## src/rtl/fm_pkg.sv

```systemverilog
package fm_pkg;
    localparam int DIV_W     = 6;
    localparam int DIV_NOM   = 50;
    localparam int DIV_MIN   = 45;
    localparam int DIV_MAX   = 55;
    localparam int PCT_STEP  = 2;
    localparam int SYNC_LEN  = 2;
    localparam int LANES     = 4;

    typedef logic [DIV_W-1:0] div_t;

    // lane order of the synchronizer bus
    typedef enum int {LN_SCLK = 0, LN_LOAD = 1, LN_DAT = 2, LN_MODE = 3} lane_e;

    typedef struct packed {
        logic clk_rise;
        logic load_lvl;
        logic load_fall;
        logic dat;
        logic mode;
    } ser_evt_t;

    function automatic logic in_window(div_t m);
        return (int'(m) >= DIV_MIN) && (int'(m) <= DIV_MAX);
    endfunction

    function automatic div_t pct_of(div_t m);
        logic [DIV_W:0] d;
        d = {1'b0, m} - (DIV_W+1)'(DIV_NOM);
        return DIV_W'(d * (DIV_W+1)'(PCT_STEP));
    endfunction
endpackage

```

## src/rtl/fm_sync_edge.sv

```systemverilog
module fm_sync_edge #(
    parameter int N      = fm_pkg::LANES,
    parameter int STAGES = fm_pkg::SYNC_LEN
) (
    input  logic         clk,
    input  logic         rst,
    input  logic [N-1:0] raw_i,
    output logic [N-1:0] lvl_o,
    output logic [N-1:0] prv_o
);
    logic [N-1:0] stg [STAGES];

    for (genvar s = 0; s < STAGES; s++) begin : g_stage
        if (s == 0) begin : g_first
            always_ff @(posedge clk) begin
                if (rst) stg[0] <= '0;
                else     stg[0] <= raw_i;
            end
        end else begin : g_next
            always_ff @(posedge clk) begin
                if (rst) stg[s] <= '0;
                else     stg[s] <= stg[s-1];
            end
        end
    end

    always_ff @(posedge clk) begin
        if (rst) prv_o <= '0;
        else     prv_o <= stg[STAGES-1];
    end

    assign lvl_o = stg[STAGES-1];
endmodule

```

## src/rtl/fm_shift_latch.sv

```systemverilog
module fm_shift_latch
    import fm_pkg::*;
(
    input  logic     clk,
    input  logic     rst,
    input  ser_evt_t ev_i,
    output div_t     valid_o,
    output logic     oor_o
);
    div_t sr_q;
    div_t valid_q;
    logic oor_q;

    always_ff @(posedge clk) begin
        if (rst) begin
            sr_q    <= div_t'(DIV_NOM);
            valid_q <= div_t'(DIV_NOM);
            oor_q   <= 1'b0;
        end else begin
            if (ev_i.clk_rise && ev_i.load_lvl)
                sr_q <= {sr_q[DIV_W-2:0], ev_i.dat};
            if (ev_i.load_fall) begin
                if (in_window(sr_q)) begin
                    valid_q <= sr_q;
                    oor_q   <= 1'b0;
                end else begin
                    oor_q   <= 1'b1;
                end
            end
        end
    end

    assign valid_o = valid_q;
    assign oor_o   = oor_q;


    sr_hold_chk: assert property (@(posedge clk) disable iff (rst)
        !ev_i.load_lvl |=> $stable(sr_q));


    commit_only_chk: assert property (@(posedge clk) disable iff (rst)
        !ev_i.load_fall |=> ($stable(valid_q) && $stable(oor_q)));


    valid_window_chk: assert property (@(posedge clk) disable iff (rst)
        (int'(valid_q) >= DIV_MIN) && (int'(valid_q) <= DIV_MAX));
endmodule

```

## src/rtl/fm_div_counter.sv

```systemverilog
module fm_div_counter
    import fm_pkg::*;
(
    input  logic clk,
    input  logic rst,
    input  div_t m_i,
    input  logic tick_i,
    output logic pulse_o
);
    div_t prev_q;
    div_t cnt_q;
    logic pulse_q;
    logic change;

    assign change = (m_i != prev_q);

    always_ff @(posedge clk) begin
        if (rst) begin
            prev_q  <= div_t'(DIV_NOM);
            cnt_q   <= '0;
            pulse_q <= 1'b0;
        end else begin
            prev_q <= m_i;
            if (change) begin
                cnt_q   <= '0;
                pulse_q <= 1'b0;
            end else if (tick_i) begin
                if (cnt_q == m_i - div_t'(1)) begin
                    cnt_q   <= '0;
                    pulse_q <= 1'b1;
                end else begin
                    cnt_q   <= cnt_q + div_t'(1);
                    pulse_q <= 1'b0;
                end
            end else begin
                pulse_q <= 1'b0;
            end
        end
    end

    assign pulse_o = pulse_q;


    reload_chk: assert property (@(posedge clk) disable iff (rst)
        change |=> (cnt_q == '0 && !pulse_q));


    pulse_single_chk: assert property (@(posedge clk) disable iff (rst)
        pulse_q |=> !pulse_q);
endmodule

```

## src/rtl/fm_margin_ctrl.sv

```systemverilog
module fm_margin_ctrl
    import fm_pkg::*;
(
    input  logic             clk,
    input  logic             rst,
    input  logic             ser_clk_i,
    input  logic             ser_load_i,
    input  logic             ser_dat_i,
    input  logic             margin_en_i,
    input  logic             tick_i,
    output logic [DIV_W-1:0] div_active_o,
    output logic [DIV_W-1:0] pct_code_o,
    output logic             out_of_range_o,
    output logic             fb_pulse_o
);
    logic [LANES-1:0] raw, lvl, prv;
    ser_evt_t ev;
    div_t valid_m;
    div_t active;

    assign raw[LN_SCLK] = ser_clk_i;
    assign raw[LN_LOAD] = ser_load_i;
    assign raw[LN_DAT]  = ser_dat_i;
    assign raw[LN_MODE] = margin_en_i;

    fm_sync_edge #(.N(LANES), .STAGES(SYNC_LEN)) u_sync (
        .clk   (clk),
        .rst   (rst),
        .raw_i (raw),
        .lvl_o (lvl),
        .prv_o (prv)
    );

    always_comb begin
        ev.clk_rise  = lvl[LN_SCLK] & ~prv[LN_SCLK];
        ev.load_lvl  = lvl[LN_LOAD];
        ev.load_fall = ~lvl[LN_LOAD] & prv[LN_LOAD];
        ev.dat       = lvl[LN_DAT];
        ev.mode      = lvl[LN_MODE];
    end

    fm_shift_latch u_latch (
        .clk     (clk),
        .rst     (rst),
        .ev_i    (ev),
        .valid_o (valid_m),
        .oor_o   (out_of_range_o)
    );

    assign active = ev.mode ? valid_m : div_t'(DIV_NOM);

    fm_div_counter u_div (
        .clk     (clk),
        .rst     (rst),
        .m_i     (active),
        .tick_i  (tick_i),
        .pulse_o (fb_pulse_o)
    );

    assign div_active_o = active;
    assign pct_code_o   = pct_of(active);


    nominal_restore_chk: assert property (@(posedge clk) disable iff (rst)
        $fell(ev.mode) |-> (div_active_o == div_t'(DIV_NOM)));
endmodule

```

## config.mk

```make
export PLATFORM = sky130hd
export DESIGN_NAME = fm_margin_ctrl
export DESIGN_NICKNAME = d
export VERILOG_FILES = /design/src/rtl/fm_pkg.sv /design/src/rtl/fm_sync_edge.sv /design/src/rtl/fm_shift_latch.sv /design/src/rtl/fm_div_counter.sv /design/src/rtl/fm_margin_ctrl.sv
export SDC_FILE = /design/constraint.sdc
export NUM_CORES = 1
export LEC_CHECK = 0
export BUFFER_PORTS_ARGS = -buffer_cell sky130_fd_sc_hd__buf_4
export CORE_ASPECT_RATIO = 0.9
export CORE_MARGIN = 2
export CORE_UTILIZATION = 60
export DETAILED_ROUTE_END_ITERATION = 7
export HOLD_SLACK_MARGIN = 0.1
export PLACE_DENSITY_LB_ADDON = 0.15
export SYNTH_ARGS = -nofsm -noshare
export SYNTH_HDL_FRONTEND = slang
export SYNTH_HIERARCHICAL = 1
export SYNTH_SLANG_ARGS = --single-unit
```

## constraint.sdc

```tcl
create_clock -name clk -period 4.3 [get_ports clk]
set_clock_uncertainty 0.1 [all_clocks]
set_input_delay 0.43 -clock clk [delete_from_list [all_inputs] [get_ports clk]]
set_output_delay 0.43 -clock clk [all_outputs]
set_load 0.05 [all_outputs]
```

==> impl.org, run 1 <==
** Outcome
- The run finished with clean final reports.

** Clock tree
- Clock tree from TritonCTS :: done
- For the worst-skew pair, the clock arrives at the later sink with an insertion delay of 0.35 ns.
- Counting the buffers created by CTS gives 5.
- Counting every sink on the clock net gives 36.
- Clock slew at reported path FFs :: 0.11 ns
- Post-CTS Setup Repair Bufs :: 0
- Resized Gates After CTS :: 0
- CTS root buffer :: clkbuf_4
- The clock tree synthesis step divided the H-tree into 2 levels.
- Clock buffer depth :: 2
- The number of hold buffers added after CTS was 0.

** Cells and area
- In the final layout, the multi-input gates occupy 868 µm².
- Summing all flip-flop and latch instances after layout gives 721 µm².
- Layout net count :: 193
- Cells fill 71.9% of the core in the end.
- The count of cells in the finished layout, fillers not included, comes to 214.
- The area growth from synthesis to layout is 16.6%.
- Of the cells placed in the final design, the portion with a size suffix greater than 1 is 28.8%.
- 0 antenna diodes ended up in the layout.
- Filler instances :: 203

** Pwr
- Areal power density over the cells :: 384 nW/µm²
- Across the VDD grid, the largest voltage drop is 330 µV.
- Leakage power :: 0.000785 µW

** Timing
- The worst path needs 2.34 ns of the cycle, external delays included.
- The number of max-slew violations in the final report is 0.
- Max Fclk :: 428 MHz
- For the final routed database, the setup TNS stands at 0 ns.
- RSZ-0062 raised after global routing :: no
- The final critical path takes up 54.4% of the cycle.
- The number of hold violations in the final report came to 0.
- Setup ws final :: 1.96 ns
- Setup violations remaining at the end of the flow were counted as 0.

** Worst setup path
- Arr. time, crit path :: 2.49 ns
- STA classifies the critical path startpoint as a flip-flop.
- The signal on the critical path passes through nand2b_1, or3_4, or4_4, a211oi_4, nor4b_4.
- Slowest cell on the critical path :: dfxtp_1
- WP buf/inv :: 0
- The worst register-to-register path has a depth of 5.
- Worst setup EP type :: flip-flop
- The startpoint identified for the worst register-to-register timing path is u_sync/stg[1][3]$_SDFF_PP0_.
- STA puts the critical path data required time at 4.45 ns.
- The worst setup path is of the reg -> reg kind.
- Among cell families on the critical path, the largest total delay comes from simple AND/OR/NAND/NOR gates.
- Setup slack on the worst reg-to-reg path comes out at 1.96 ns.
- In this design, the stage delay of the slowest critical-path cell is 0.44 ns.
- In this run the worst path has a maximum fanout of 7.
- The worst register-to-register path ends at u_div/pulse_o$_SDFF_PP0_.

** Placed design
- Routability cong. :: 0.754
- Input and output buffers added on the ports amount to 19.
- Detailed placement finished with a half-perimeter wire length of 2110 µm.
- DP Worst Slack :: 1.99 ns
- Including well taps, the total number of placed cells is 206.

** Synth
- The average instance in the mapped netlist occupies 10.2 µm².
- Post-synth design cell area :: 1650 µm²
- Yosys synthesis warning count :: 6
- After technology mapping, the gate count stands at 162.
- Post-Syn Nets :: 172

** Die
- The initialized floorplan defines 18 standard-cell rows.
- Die Height :: 53.8 µm
- The die is 59.3 µm wide.
- Total I/O pin count :: 21
- Initial cell density of the core :: 61.7%
- Core area :: 2680 µm²
- The die covers 3190 µm².

** Drt
- After the first detailed-routing iteration, the DRC count stood at 38.
- The final route contains 1,149 vias.
- For this run, design rule violations remaining after detail routing come to 0.
- First-pass iteration count of the detailed router :: 4
- Wire per inst :: 13.8 µm
- Via/cell ratio :: 5.37
- The count of nets left with antenna violations once routing finished came out at 0.
- Overall routed net length :: 2950 µm

** Flow run
- Max-cap violations in this run came to 0.

** Hold path
- Along the worst hold path, the cell count comes to 2.
- The tightest min-delay check is of the in -> reg type.
- Endpoint, Worst Hold :: u_sync/stg[0][0]$_SDFF_PP0_
- The startpoint identified for the worst hold timing path is ser_clk_i.

** Global route
- Largest net degree at the start of global routing :: 32
- Residual overflow from global routing :: 0
- Global-route wire length before repair :: 4950 µm
- GRT Resource Usage Total :: 21.4%
- Number of global-route vias before repair :: 1,123
- The number of antenna violations at the first check in global routing is 0.
## worst max path at each step
stage	depth (start not counted)	from	to	slack, ns
after floorplan	4	u_latch/valid_o[1]$_SDFFE_PP1P_	pct_code_o[4]	1.66
after global placement	5	u_sync/stg[1][3]$_SDFF_PP0_	u_div/pulse_o$_SDFF_PP0_	2.09
after detailed placement	5	u_sync/stg[1][3]$_SDFF_PP0_	u_div/pulse_o$_SDFF_PP0_	1.99
after CTS	5	u_sync/stg[1][3]$_SDFF_PP0_	u_div/pulse_o$_SDFF_PP0_	1.94
after global routing	5	u_sync/stg[1][3]$_SDFF_PP0_	u_div/pulse_o$_SDFF_PP0_	1.82
final	5	u_sync/stg[1][3]$_SDFF_PP0_	u_div/pulse_o$_SDFF_PP0_	1.96
## layout make-up
class	instances	area share [%]
repair buffers	19	7.40
well taps	30	1.95
clock inverters	3	4.68
clock buffers	5	1.95
flip-flops and latches	36	37.4
multi-input cells	113	45.1
inverters	8	1.56
## placed cells by master (no fill, tap or decap), types with 3 or more instances in the layout
cell       instances
bufinv_16          3
nand2_1            8
ha_1               3
xnor2_1           11
nand2b_1           3
and3_1             3
inv_1              8
buf_4             19
nor2_1             7
xor2_1             9
dfxtp_1           36
or2_2              3
a211o_1            3
nand4_1            3
nor2b_2            7
a21oi_1            6
clkbuf_4           5
nand3_1            4
nor2b_1            5
a211oi_1           6
## per-stage QoR
step                cell area, µm²  total power, µW  hold WS [ns]
finish                        1930              741         0.188
CTS                           1930              747         0.168
floorplan                     1650              383         0.306
detailed placement            1800              394         0.325
global placement              1800              392         0.317
global route                  1930              764         0.172
## sequential cells by signal, summed over array words and instances, names as in the netlist
register,count
u_sync/stg,8
u_div/cnt_q,6
u_sync/prv_o,2
u_div/prev_q,6
u_latch/valid_o,6
u_latch/oor_o,1
u_div/pulse_o,1
u_latch/sr_q,6
## metal layers
| layer | vias to the layer above | wire length [µm] | GRT usage [%] |
|---|---|---|---|
| met2 | 21 | 1520 | 37.0 |
| met5 | - | 0 | 0 |
| met3 | 6 | 105 | 7.45 |
| li1 | 586 | - | - |
| met1 | 536 | 1270 | 23.9 |
| met4 | 0 | 53 | 9.47 |
## power breakdown
group	internal [µW]	switching [µW]
registers	341	6.14
logic	17.2	21.9
clock network	239	115
Power figures use the tool's default switching activity.
==> run 2, diff against run 1 <==
--- a/config.mk
+++ b/config.mk
@@ -8,7 +8,7 @@
 export BUFFER_PORTS_ARGS = -buffer_cell sky130_fd_sc_hd__buf_4
 export CORE_ASPECT_RATIO = 0.9
 export CORE_MARGIN = 2
-export CORE_UTILIZATION = 60
+export CORE_UTILIZATION = 51
 export DETAILED_ROUTE_END_ITERATION = 7
 export HOLD_SLACK_MARGIN = 0.1
 export PLACE_DENSITY_LB_ADDON = 0.15
==> constraint.sdc (replaced) <==
create_clock -name clk -period 1.9 [get_ports clk]
set_clock_uncertainty 0.1 [all_clocks]
set_input_delay 0.19 -clock clk [delete_from_list [all_inputs] [get_ports clk]]
set_output_delay 0.19 -clock clk [all_outputs]
set_load 0.05 [all_outputs]
==> run 2 against run 1 <==
  * The run now ends with negative setup slack left
  * Final cell count increased by 17%
  * Utilization increased by 0.77 points
  * Die area grew 16%
  * Clock power is 130% higher
  * Critical path type unchanged
==> impl.org, run 2 (synthesized netlist as in run 1, its figures left out) <==
** Worst setup path
- Reg-to-Reg Start :: u_sync/stg[1][3]$_SDFF_PP0_ (unchanged)
- Startpoint class of the critical path :: flip-flop (unchanged)
- The type of the setup path with the least slack is reg -> reg (unchanged).
- Launching instance or port of the critical path :: u_sync/stg[1][3]$_SDFF_PP0_ (unchanged)
- Stages on worst setup path :: 9 (was 5)
- Register-to-Register Path Depth :: 9 (was 5)
- The family with the most delay on the worst path was flip-flops (was simple AND/OR/NAND/NOR gates).
- The cell type of the slowest stage on the worst timing path is dfxtp_4 (was dfxtp_1).
- Worst-path fanout max :: 6 (was 7)
- The largest incremental delay on the critical path came to 0.40 ns (was 0.44 ns).
- Arr. time, crit path :: 2.23 ns (was 2.49 ns)
- Worst setup EP type :: flip-flop (unchanged)
- WP buf/inv :: 3 (was 0)
- The critical path data required time was 2.02 ns (was 4.45 ns).
- Cells traversed along the worst timing path :: and2_4, buf_4, inv_1, ha_1, xor2_1, nand3_2, a211oi_4, buf_6, a211oi_1 (was nand2b_1, or3_4, or4_4, a211oi_4, nor4b_4)

** Die
- X dimension of the die :: 64.0 µm (was 59.3 µm)
- Initial cell density of the core :: 53.9% (was 61.7%)
- The area enclosed by the die boundary was 3710 µm² (was 3190 µm²).
- The top-level I/O count came to 21 (unchanged).
- Die Height :: 58.0 µm (was 53.8 µm)
- The row count is 19 (was 18).
- The floorplan core area was 3070 µm² (was 2680 µm²).

** Cells and area
- The number of fill cells came to 219 (was 203).
- The summed area of non-filler cells in the final layout was 2230 µm² (was 1930 µm²).
- The net count of the finished layout is 218 (was 193).
- Commonest non-fill, non-tap cell in the layout :: buf_4 (was dfxtp_1)
- The register bank with the most flops is u_sync/stg (unchanged).
- Largest register FFs :: 8 (unchanged)
- Total area of multi-input combinational cells :: 942 µm² (was 868 µm²)
- The fraction of layout cells with a size suffix above 1 is 41.6% (was 28.8%).
- The synthesis-to-finish area growth was 34.8% (was 16.6%).
- The total area of sequential cells was 726 µm² (was 721 µm²).
- Commonest cells after routing, fill and taps aside :: buf_4 (37), dfxtp_1 (34), xnor2_1 (11) (was dfxtp_1 (36), buf_4 (19), xnor2_1 (11))
- The antenna diode count was 0 (unchanged).

** Timing
- Setup ws final :: -0.213 ns (was 1.96 ns)
- Max Fclk :: 473 MHz (was 428 MHz)
- Number of hold violations in the final report :: 0 (unchanged)
- Period Utilization, post-route :: 111% (was 54.4%)
- The final-report setup violation count came to 7 (was 0).
- The final critical delay including setup and external delays came to 2.11 ns (was 2.34 ns).
- RSZ-0062 raised after global routing: yes (was no).
- Max-slew violations :: 0 (unchanged)

** Drt
- The routed wirelength normalized by instance count was 13.8 µm (about the same).
- The number of iterations in the first detailed-routing pass is 4 (unchanged).
- Via/cell ratio :: 5.10 (was 5.37)
- DR DRC count :: 0 (unchanged)
- The DRC violation total after the first TritonRoute iteration is 50 (was 38).
- Antenna viol nets, final :: 0 (unchanged)
- The final wirelength was 3470 µm (was 2950 µm).
- Via Count :: 1,281 (was 1,149)

** Flow run
- The max-cap check violation count came to 0 (unchanged).

** Placed design
- The number of I/O port buffers is 19 (unchanged).
- The HPWL reported at the end of detailed placement is 2440 µm (was 2110 µm).
- Routability cong. :: 0.799 (was 0.754)
- The post-placement cell area was 1970 µm² (was 1800 µm²).

** Global route
- Antenna violations before repair :: 0 (unchanged)
- Largest net degree at the start of global routing :: 31 (was 32)
- Residual overflow from global routing :: 0 (unchanged)
- Number of global-route vias before repair :: 1,291 (was 1,123)
- Global-route wire length before repair :: 5660 µm (was 4950 µm)
- The combined global-route utilization of all metal layers was 19.9% (was 21.4%).

** Hold path
- Hold path depth :: 3 (was 2)
- Hold/Removal Path Class :: in -> reg (unchanged)
- Launch instance of the worst min-delay path :: rst (was ser_clk_i)

** Outcome
- Violated checks :: negative setup slack
- Status :: complete, but fails checks (was complete, no violations)

** Pwr
- Tot Pwr :: 1700 µW (was 741 µW)
- Peak supply drop :: 596 µV (was 330 µV)
- The power density over the cells was 763 nW/µm² (was 384 nW/µm²).
- The leakage component of the power was 0.000925 µW (was 0.000785 µW).

** Clock tree
- Clock buffer depth :: 2 (unchanged)
- Clock tree from TritonCTS :: done (unchanged)
- CTS root buffer :: clkbuf_4 (unchanged)
- The clock-pin transition on the worst setup and hold timing paths was 0.12 ns (was 0.11 ns).
- The total CTS buffers was 5 (unchanged).
- H-tree levels :: 2 (unchanged)
- The clock net sink count was 36 (unchanged).
- The clock latency on the worst-skew pair was 0.33 ns (was 0.35 ns).
## run 2: changes by cell type in the layout (fill, tap and decap cells not counted), moves of 2 or more
cell / previous run / this run
buf_4: 19 / 37
dfxtp_1: 36 / 34
a211oi_2: 0 / 5
a211oi_1: 6 / 1
buf_6: 0 / 2
dlygate4sd3_1: 0 / 5
## run 2: per-stage QoR
| step | instances | setup slack [ns] | hold WS (ns) | TNS, ns | utilization, % |
|---|---|---|---|---|---|
| floorplan | 162 | -0.396 | 0.157 | -2.76 | - |
| global route | 251 | -0.276 | 0.260 | -1.87 | 72.7 |
| global placement | 237 | -0.132 | 0.301 | -0.873 | 64.3 |
| detailed placement | 237 | -0.243 | 0.305 | -1.60 | 64.3 |
| finish | 251 | -0.213 | 0.243 | -1.39 | 72.7 |
| CTS | 251 | -0.148 | 0.235 | -0.992 | 71.2 |
## run 2: area by class of cell
type | count | area share, %
clock inverter | 3 | 4.04
tap | 42 | 2.36
sequential | 36 | 32.6
multi-input combinational | 113 | 42.3
timing repair buffer | 44 | 15.7
clock buffer | 5 | 1.68
inverter | 8 | 1.35
## run 2: per-layer routing
| metal | wire [µm] | up-vias | global-route usage, % |
|---|---|---|---|
| met4 | 47 | 0 | 9.63 |
| li1 | - | 641 | - |
| met2 | 2000 | 16 | 37.5 |
| met1 | 1330 | 620 | 21.5 |
| met5 | 0 | - | 0 |
| met3 | 93 | 4 | 3.69 |
## run 2: final timing paths
kind,slack (ns),end
setup / recovery,-0.21,u_div/cnt_q[3]$_SDFFE_PP0P_
hold / removal,0.24,u_div/prev_q[0]$_SDFF_PP0_
setup reg to reg,-0.21,u_div/cnt_q[3]$_SDFFE_PP0P_
hold reg to reg,0.35,u_sync/stg[1][3]$_SDFF_PP0_
## run 2: what timing repair did
item / CTS / global route
gates resized for setup: 7 / 11
endpoints found under the hold margin: 5 / 0
hold buffers: 5 / 0
pin swaps: 1 / 3
buffers inserted: 1 / 0
endpoints found under the setup margin: 8 / 9
## run 2: worst reg2reg max path, stage by stage (launching register included)
cell	delay, ns
dfxtp_4	0.40
and2_4	0.16
buf_4	0.10
inv_1	0.04
ha_1	0.30
xor2_1	0.22
nand3_2	0.14
a211oi_4	0.28
buf_6	0.17
a211oi_1	0.08
## run 2: power by group
group	switching, µW	leakage (µW)	internal [µW]	total [µW]
Clock	257	0.0000654	542	799
Sequential	14.4	0.000293	771	785
Combinational	58.9	0.000566	55.9	115
